$ cat config.mk
export PLATFORM = sky130hd
export DESIGN_NAME = frac_baud_gen
export DESIGN_NICKNAME = d
export VERILOG_FILES = /design/src/rtl/baud_pkg.sv /design/src/rtl/baud_cfg_hold.sv /design/src/rtl/baud_frac_prescaler.sv /design/src/rtl/baud_os_divider.sv /design/src/rtl/frac_baud_gen.sv
export SDC_FILE = /design/constraint.sdc
export NUM_CORES = 1
export LEC_CHECK = 0
export BUFFER_PORTS_ARGS = -buffer_cell sky130_fd_sc_hd__buf_2
export CAP_MARGIN = 20
export CORE_MARGIN = 2
export CORE_UTILIZATION = 37
export DETAILED_ROUTE_END_ITERATION = 7
export PLACE_DENSITY = 0.58
export SLEW_MARGIN = 20
export SYNTH_ARGS = -nofsm -noshare
export SYNTH_HDL_FRONTEND = slang
export SYNTH_SLANG_ARGS = --single-unit
$ cat constraint.sdc
create_clock -name clk -period 4.9 [get_ports clk]
set_input_delay 0.245 -clock clk [delete_from_list [all_inputs] [get_ports clk]]
set_output_delay 0.245 -clock clk [all_outputs]
set_load 0.05 [all_outputs]
$ cat src/rtl/baud_pkg.sv
// Package: shared types and constants for the fractional baud generator.
// Assumes the oversample ratios are fixed at 16 and 10 ticks per bit.
package baud_pkg;

    typedef enum logic {
        OS_X16 = 1'b0,
        OS_X10 = 1'b1
    } os_mode_e;

    localparam int OS_RATIO_HI = 16;
    localparam int OS_RATIO_LO = 10;
    localparam int OS_W        = $clog2(OS_RATIO_HI);

    // Last count value of the oversample counter for a mode.
    function automatic logic [OS_W-1:0] os_last(input os_mode_e mode);
        if (mode == OS_X10) begin
            os_last = OS_W'(OS_RATIO_LO - 1);
        end else begin
            os_last = OS_W'(OS_RATIO_HI - 1);
        end
    endfunction

endpackage

$ cat src/rtl/baud_cfg_hold.sv
// Module: holds the active divisor configuration.
// Captures divisor, fraction and mode on a load strobe and pre-decodes the
// bypass flag and the last prescaler count, so that the per-cycle compare
// path in the prescaler stays short. Assumes RST_DIV fits in DIV_W bits.
module baud_cfg_hold
    import baud_pkg::*;
#(
    parameter int DIV_W   = 14,
    parameter int FRAC_W  = 4,
    parameter int RST_DIV = 4
) (
    input  logic              clk,
    input  logic              rst_n,
    input  logic              load_i,
    input  logic [DIV_W-1:0]  div_i,
    input  logic [FRAC_W-1:0] frac_i,
    input  logic              mode_i,
    output logic [DIV_W-1:0]  last_base_o,
    output logic [FRAC_W-1:0] frac_o,
    output logic              bypass_o,
    output os_mode_e          mode_o
);

    localparam logic [DIV_W-1:0] ONE      = DIV_W'(1);
    localparam logic [DIV_W-1:0] RST_D    = DIV_W'(RST_DIV);
    localparam logic             RST_BYP  = (RST_DIV <= 1);
    localparam logic [DIV_W-1:0] RST_LAST = RST_BYP ? '0 : RST_D - ONE;

    logic             in_bypass;
    logic [DIV_W-1:0] in_last;

    // Decode the incoming divisor into bypass flag and last count.
    always_comb begin
        in_bypass = (div_i <= ONE);
        in_last   = in_bypass ? '0 : div_i - ONE;
    end

    // Capture the decoded configuration on a load strobe.
    always_ff @(posedge clk) begin
        if (!rst_n) begin
            last_base_o <= RST_LAST;
            frac_o      <= '0;
            bypass_o    <= RST_BYP;
            mode_o      <= OS_X16;
        end else if (load_i) begin
            last_base_o <= in_last;
            frac_o      <= frac_i;
            bypass_o    <= in_bypass;
            mode_o      <= os_mode_e'(mode_i);
        end
    end

endmodule

$ cat src/rtl/baud_frac_prescaler.sv
// Module: integer prescaler with fractional period stretching.
// Counts reference cycles up to the last count; when the fractional
// accumulator plus the code carries out, the current period is one cycle
// longer. The accumulator advances on each wrap. Assumes last_base_i is
// below 2**DIV_W - 1 when not in bypass, so the stretch cannot overflow.
module baud_frac_prescaler #(
    parameter int DIV_W  = 14,
    parameter int FRAC_W = 4
) (
    input  logic              clk,
    input  logic              rst_n,
    input  logic              clr_i,
    input  logic [DIV_W-1:0]  last_base_i,
    input  logic [FRAC_W-1:0] frac_i,
    input  logic              bypass_i,
    output logic              wrap_o,
    output logic              os_tick_o
);

    logic [DIV_W-1:0]  cnt_q;
    logic [FRAC_W-1:0] acc_q;
    logic [FRAC_W:0]   acc_sum;
    logic              stretch;
    logic [DIV_W-1:0]  last_cnt;

    // Work out whether this period is stretched and where it ends.
    always_comb begin
        acc_sum  = {1'b0, acc_q} + {1'b0, frac_i};
        stretch  = !bypass_i && acc_sum[FRAC_W];
        last_cnt = last_base_i + DIV_W'(stretch);
        wrap_o   = (cnt_q == last_cnt);
    end

    // Advance the cycle counter, the accumulator and the registered tick.
    always_ff @(posedge clk) begin
        if (!rst_n || clr_i) begin
            cnt_q     <= '0;
            acc_q     <= '0;
            os_tick_o <= 1'b0;
        end else begin
            os_tick_o <= wrap_o;
            if (wrap_o) begin
                cnt_q <= '0;
                acc_q <= bypass_i ? '0 : acc_sum[FRAC_W-1:0];
            end else begin
                cnt_q <= cnt_q + DIV_W'(1);
            end
        end
    end

endmodule

$ cat src/rtl/baud_os_divider.sv
// Module: divides oversample periods down to the bit rate.
// Counts prescaler wraps and raises the bit tick on the wrap that ends the
// 16th or 10th period, so it is aligned with an oversample tick. Assumes
// wrap_i is the same-cycle wrap strobe that feeds the oversample tick.
module baud_os_divider
    import baud_pkg::*;
(
    input  logic     clk,
    input  logic     rst_n,
    input  logic     clr_i,
    input  logic     wrap_i,
    input  os_mode_e mode_i,
    output logic     bit_tick_o
);

    logic [OS_W-1:0] os_cnt_q;
    logic [OS_W-1:0] os_end;
    logic            at_end;

    // Select the last oversample count for the active mode.
    always_comb begin
        os_end = os_last(mode_i);
        at_end = (os_cnt_q == os_end);
    end

    // Count oversample periods and emit the bit tick on the last one.
    always_ff @(posedge clk) begin
        if (!rst_n || clr_i) begin
            os_cnt_q   <= '0;
            bit_tick_o <= 1'b0;
        end else begin
            bit_tick_o <= wrap_i && at_end;
            if (wrap_i) begin
                os_cnt_q <= at_end ? '0 : os_cnt_q + OS_W'(1);
            end
        end
    end

endmodule

$ cat src/rtl/frac_baud_gen.sv
// Module: top of the fractional UART baud rate generator.
// Joins the configuration holder, the fractional prescaler and the
// oversample divider. Assumes a single reference clock domain and that
// load_i is a synchronous one-cycle (or longer) strobe.
module frac_baud_gen
    import baud_pkg::*;
#(
    parameter int DIV_W   = 14,
    parameter int FRAC_W  = 4,
    parameter int RST_DIV = 4
) (
    input  logic              clk,
    input  logic              rst_n,
    input  logic              load_i,
    input  logic [DIV_W-1:0]  div_int_i,
    input  logic [FRAC_W-1:0] div_frac_i,
    input  logic              mode_x10_i,
    output logic              os_tick_o,
    output logic              bit_tick_o
);

    logic [DIV_W-1:0]  last_base;
    logic [FRAC_W-1:0] frac_act;
    logic              bypass;
    os_mode_e          mode_act;
    logic              wrap;

    baud_cfg_hold #(
        .DIV_W   (DIV_W),
        .FRAC_W  (FRAC_W),
        .RST_DIV (RST_DIV)
    ) u_cfg (
        .clk         (clk),
        .rst_n       (rst_n),
        .load_i      (load_i),
        .div_i       (div_int_i),
        .frac_i      (div_frac_i),
        .mode_i      (mode_x10_i),
        .last_base_o (last_base),
        .frac_o      (frac_act),
        .bypass_o    (bypass),
        .mode_o      (mode_act)
    );

    baud_frac_prescaler #(
        .DIV_W  (DIV_W),
        .FRAC_W (FRAC_W)
    ) u_pre (
        .clk         (clk),
        .rst_n       (rst_n),
        .clr_i       (load_i),
        .last_base_i (last_base),
        .frac_i      (frac_act),
        .bypass_i    (bypass),
        .wrap_o      (wrap),
        .os_tick_o   (os_tick_o)
    );

    baud_os_divider u_osd (
        .clk        (clk),
        .rst_n      (rst_n),
        .clr_i      (load_i),
        .wrap_i     (wrap),
        .mode_i     (mode_act),
        .bit_tick_o (bit_tick_o)
    );

endmodule

---- Word-level counts from Yosys, hierarchy flattened ----
Index checks and enable logic that the tools add are counted.
W data, S select, Z words.
word-level totals
  memories ................................ 0
  memory bits (writable) .................. 0
  word-level logic and storage cells ...... 27
  bits in registers ....................... 44
  latch bits .............................. 0
  bits in read-only memories .............. 0
  bits of input ports ..................... 22
  output and inout port bits .............. 2
operators by class
  bitwise operators ....................... 0
  div/mod/pow operators ................... 0
  shift-type cells ........................ 0
  mux-type cells .......................... 4
  equal/unequal tests ..................... 2
  $mul .................................... 0
  $lt $le $gt $ge ......................... 1
  reductions and logical operators ........ 6
  add/sub/neg operators ................... 5
operator list
  operator                 number
  $add A14 B1 Y14          1
  $add A14 B1 Y14 const B  1
  $eq A14 B14 Y1           1
  $le A14 B1 Y1 const B    1
  $mux W14                 1
  $sub A14 B1 Y14 const B  1
  $mux W4                  2
  $add A4 B4 Y5            1
  $add A4 B1 Y4 const B    1
  $eq A4 B4 Y1             1
  $mux W3                  1
  $logic_and A1 B1 Y1      2
  $logic_not A1 Y1         2
  $reduce_or A2 Y1         1
  $logic_or A1 B1 Y1       1

---- Logic depth before layout (Yosys ltp) ----
  depth after elaboration ................. 5
  gate-level depth with buffers ........... 17
  depth with buffers taken out ............ 15

---- Cells and area by module ----
A second synthesis with hierarchy kept.
second synthesis, totals
  cell total of the unflattened synthesis .. 298
  area, all modules ....................... 2613.8 sq um
modules (own cells, without submodules)
  module               instances  sequential area each (sq um)  cells each  area each (sq um)
  baud_frac_prescaler  1          380.4                         164         1376.3
  baud_cfg_hold        1          400.4                         108         985.9
  baud_os_divider      1          100.1                         26          251.5

---- Worst setup path after synthesis ----
No wires, ideal clock.
  path kind ............................... flip-flop to flip-flop
  from .................................... register u_cfg.frac_o[0]
  to ...................................... register u_osd.os_cnt_q[1]
  setup slack ............................. 1355 ps
  required time ........................... 4833 ps
  setup time .............................. 67 ps
  cell stages (with the launch flop) ...... 17
  arrival time ............................ 3478 ps
  period minus slack after synthesis ...... 3545 ps
  buffers on the path ..................... 1
  path through ............................ dfxtp_1 -> ha_1 -> inv_1 -> fa_1 -> nor2b_1 -> o21ai_0 -> a21oi_1 -> ha_1 -> ha_1 -> nand3_2 -> or3_1 -> a2111oi_2 -> o2111ai_1 -> nand2b_4 -> buf_6 -> or4_4 -> o21ai_2
on the way
  word-level cells in the longest chain between the ends .. 4
ends and longest elaborated chain
  item                    line                       text
  start, declared         baud_cfg_hold.sv:19        output logic [FRAC_W-1:0] frac_o,
  start signal, assigned  baud_cfg_hold.sv:47        frac_o <= frac_i;
  $add A4 B4 Y5           baud_frac_prescaler.sv:28  acc_sum = {1'b0, acc_q} + {1'b0, frac_i};
  $logic_and A1 B1 Y1     baud_frac_prescaler.sv:29  stretch = !bypass_i && acc_sum[FRAC_W];
  $add A14 B1 Y14         baud_frac_prescaler.sv:30  last_cnt = last_base_i + DIV_W'(stretch);
  $eq A14 B14 Y1          baud_frac_prescaler.sv:31  wrap_o = (cnt_q == last_cnt);
  end signal, assigned    baud_os_divider.sv:34      os_cnt_q <= at_end ? '0 : os_cnt_q + OS_W'(1);
  end, declared           baud_os_divider.sv:16      logic [OS_W-1:0] os_cnt_q;
No other way between the ends.
A chain may end at the register's enable or synchronous reset.

---- Final worst setup path ----
  from .................................... register u_cfg.frac_o[0]
  to ...................................... register u_pre.cnt_q[10]
on the way
  word-level cells in the longest chain between the ends .. 5
ends and longest elaborated chain
  item                        line                       text
  $add A4 B4 Y5               baud_frac_prescaler.sv:28
  $logic_and A1 B1 Y1         baud_frac_prescaler.sv:29
  $add A14 B1 Y14             baud_frac_prescaler.sv:30
  $eq A14 B14 Y1              baud_frac_prescaler.sv:31
  $reduce_or A2 Y1 (no line)  -
  end signal, assigned        baud_frac_prescaler.sv:46  cnt_q <= cnt_q + DIV_W'(1);
  end, declared               baud_frac_prescaler.sv:20  logic [DIV_W-1:0] cnt_q;
No other way between the ends.

==> flow_summary.ini <==
[floorplanning]
dieWidth_um = 87.6
coreArea_mm2 = 0.00679
ios = 24
die_h_um = 87.6
start_util_pct = 38.0
dieArea_mm2 = 0.00767
rows = 30

[outcome]
outcome = complete, no violations

[layout]
fin_nets = 357
final_layout_size_suffix_gt1_share_pct = 12.0
layout_commonest_cell = dfxtp_1
nFillCells = 707
final_cell_mix = 44 x dfxtp_1, 29 x xnor2_1, 27 x nand2_1
multi_input_comb_area_mm2 = 0.00159
area_growth_pct = 11.1
antenna_cells = 0
register_area_um2 = 881
design_area_mm2 = 0.00287

[global_routing]
grt_max_degree = 25
grt_pass1_vias = 2021
grt_antenna_before_repair = 0
grt_use_total_pct = 15.4
grt_pass1_wl_um = 9460
grt_overflow = 0

[timing]
rsz0062_at_grt = false
finalHoldViolations = 0
finalClockSkew_ns = 0.0118
slew_violations = 0
slew_headroom_pct = 35.6
setup_viol = 0
worstMarginPinSlew_ns = 0.966
fin_crit_sh_pct = 80.1
layout_min_cycle_time_ns = 3.93
setup-tns-final_ns = 0
max_freq_mhz = 255

[cts]
cts_setup_buffers = 0
hold_buffers = 0
clk_pin_slew_ns = 0.08
ctsRootBufferMaster = clkbuf_8
clock-sinks = 44
cts-resized-gates = 0
cts-htree-levels = 2
cts_made_buffers = 5
insertion_delay_ns = 0.30
clockBufferDepth = 2
tritoncts = built

[power]
switchingPower_uw = 188
switching_share_pct = 25.3
p_clk_share_pct = 38.4
seqPwrFrac_pct = 51.4
pwr-share-comb_pct = 10.1
p_per_area_mw_per_mm2 = 258
ir_drop_v = 0.000109
p_int_uw = 555
leakage_uw = 0.00104

[yosys]
synthFlopType = dfxtp_1
async_flop_share_pct = 0
synth_mux_area_share_pct = 1.94
ys_top_cells_by_area = dfxtp_1 34%, xnor2_1 9.8%, ha_1 4.8%, xor2_1 4.7%, nor3_1 4.1%
synthAdderAreaFrac_pct = 5.62
yosysSeqAreaShare_pct = 34.1
syn_avg_cell_area_um2 = 8.39
synth_top_family_by_area = simple AND/OR/NAND/NOR gates
synth_compound_area_share_pct = 13.4
synth-xor-area-share_pct = 14.6
syn-num-nets = 341
ys_types = 47
ys_ff_latch = 44
yosysWarnings = 0
synthCells = 308
yosys.area.top_type_share_pct = 34.1
synth_top_area_cell = dfxtp_1
synth-edff-count = 0
synthSimpleGateAreaFrac_pct = 26.1
syn_area_mm2 = 0.00258

[worst_setup_path]
crit_path_end_kind = flop
worstRegToRegCells = 15
crit_slowest_cell = nor2_2
timing.rr.start = u_cfg.frac_o[0]
rrSetupSlack_ns = 0.97
worstSetupPathType = reg2reg
path_max_fanout = 16
cp.arrival_ns = 4.07
required_ns = 5.04
crit_top_cell = ha_1
critPathMaxStageDelay_ns = 0.56
start_kind = flop
critical_path.cell_chain = ha_1 > inv_1 > fa_1 > nor2b_1 > o21ai_0 > a21oi_1 > ha_1 > ha_1 > nand3_2 > or3_1 > a2111oi_2 > o2111ai_1 > nand2b_4 > nor2_2 > nor3_1
reg2reg_to = u_pre.cnt_q[10]
crit_family = simple AND/OR/NAND/NOR gates
path_buf_inv = 1

[worst_hold_path]
worstHoldStart = div_frac_i[1]
min_path_type = in2reg
min_to = u_cfg.frac_o[1]
min_path_cells = 3

[drt]
vias = 2111
drc = 0
firstDrtPassIters = 4
ant_nets = 0
post_drt_wl_per_cell_um = 12.5
drt-total-wl_um = 5280
drt-vias-per-instance = 5.01
drt_iter0_markers = 57

[placed_design]
gp_congestion = 0.786
placed_area_mm2 = 0.00276
hpwl_um = 4030
portBuffers = 23

[flow_run]
drv_cap = 0
layer usage:
layer | up-vias | part of all wire [%] | GRT usage, %
met1 | 958 | 52 | 21.2
met2 | 26 | 45 | 24.0
met4 | 0 | 1.2 | 5.45
met5 | - | 0 | 0
li1 | 1121 | - | -
met3 | 6 | 2.3 | 2.92
worst max-delay path by stage:
stage                          from                end  cells past startpoint
CTS                 u_cfg.frac_o[0]    u_pre.cnt_q[10]                     15
floorplan           u_cfg.frac_o[0]  u_osd.os_cnt_q[1]                     16
finish              u_cfg.frac_o[0]    u_pre.cnt_q[10]                     15
global route        u_cfg.frac_o[0]    u_pre.cnt_q[10]                     15
detailed placement  u_cfg.frac_o[0]     u_pre.cnt_q[1]                     15
global placement    u_cfg.frac_o[0]     u_pre.cnt_q[1]                     15
state kept, by name (all words and copies together) (netlist names):
register / cells
u_cfg.last_base_o: 14
u_pre.cnt_q: 14
u_cfg.frac_o: 4
u_osd.os_cnt_q: 4
u_pre.acc_q: 4
u_cfg.bypass_o: 1
u_cfg.mode_o: 1
u_osd.bit_tick_o: 1
u_pre.os_tick_o: 1
synthesized netlist by cell type (2+ instances only):
library cell / instances
a21o_1: 2
a21oi_1: 11
and3_1: 7
and4_1: 2
buf_2: 2
clkbuf_1: 11
dfxtp_1: 44
ha_1: 10
inv_1: 13
mux2i_1: 5
nand2_1: 27
nand3_1: 10
nand4_1: 6
nand4b_1: 2
nor2_1: 14
nor2b_1: 12
nor3_1: 21
nor3b_1: 4
nor4_1: 3
o211ai_1: 4
o21ai_0: 19
o221ai_1: 2
o22ai_1: 2
o31a_1: 2
o31ai_1: 5
or3_1: 3
or4_1: 4
xnor2_1: 29
xor2_1: 14
cell families after synthesis:
logic type / after synthesis
adders and majority gates: 11
and+or+nand+nor: 124
DFF: 44
xor gates and xnor gates: 43
muxes: 5
AOI/OAI and AO/OA: 54
buffers and inverters: 27
power by group through the flow:
| stage | Clock [µW] | Sequential [µW] | Combinational (µW) |
|---|---|---|---|
| 2_1_floorplan | 0 | 386 | 53.5 |
| 3_3_place_gp | 0 | 390 | 74.9 |
| 3_5_place_dp | 0 | 390 | 75.8 |
| 4_1_cts | 296 | 382 | 76.3 |
| 5_1_grt | 307 | 384 | 85.1 |
| 6_report | 285 | 382 | 75.0 |
worst register-to-register path, delay by kind of cell, from the launching register on:
family	cells	cell delay, ns
buffers and inverters	1	0.05
AO/OA/AOI/OAI	4	0.78
adder cells (fa/ha/maj)	4	1.02
AND/OR/NAND/NOR	6	1.58
flip-flops	1	0.35
stage by stage:
stage,setup WS [ns],hold slack (ns),util [%],total power [µW],cells
finish,0.974,0.200,42.3,742,421
global route,0.598,0.206,42.3,777,421
CTS,0.939,0.194,42.3,754,421
detailed placement,0.938,0.471,40.6,466,413
global placement,1.09,0.469,40.6,465,413
floorplan,1.36,0.400,-,440,308
layout make-up:
cell class,instances,share of cell area [%]
clock buffer,5,2.40
clock inverter,3,1.61
inverter,13,1.70
multi-input combinational,237,55.4
sequential,44,30.7
tap,96,4.18
timing repair buffer,23,4.01
Power figures use the tool's default switching activity.
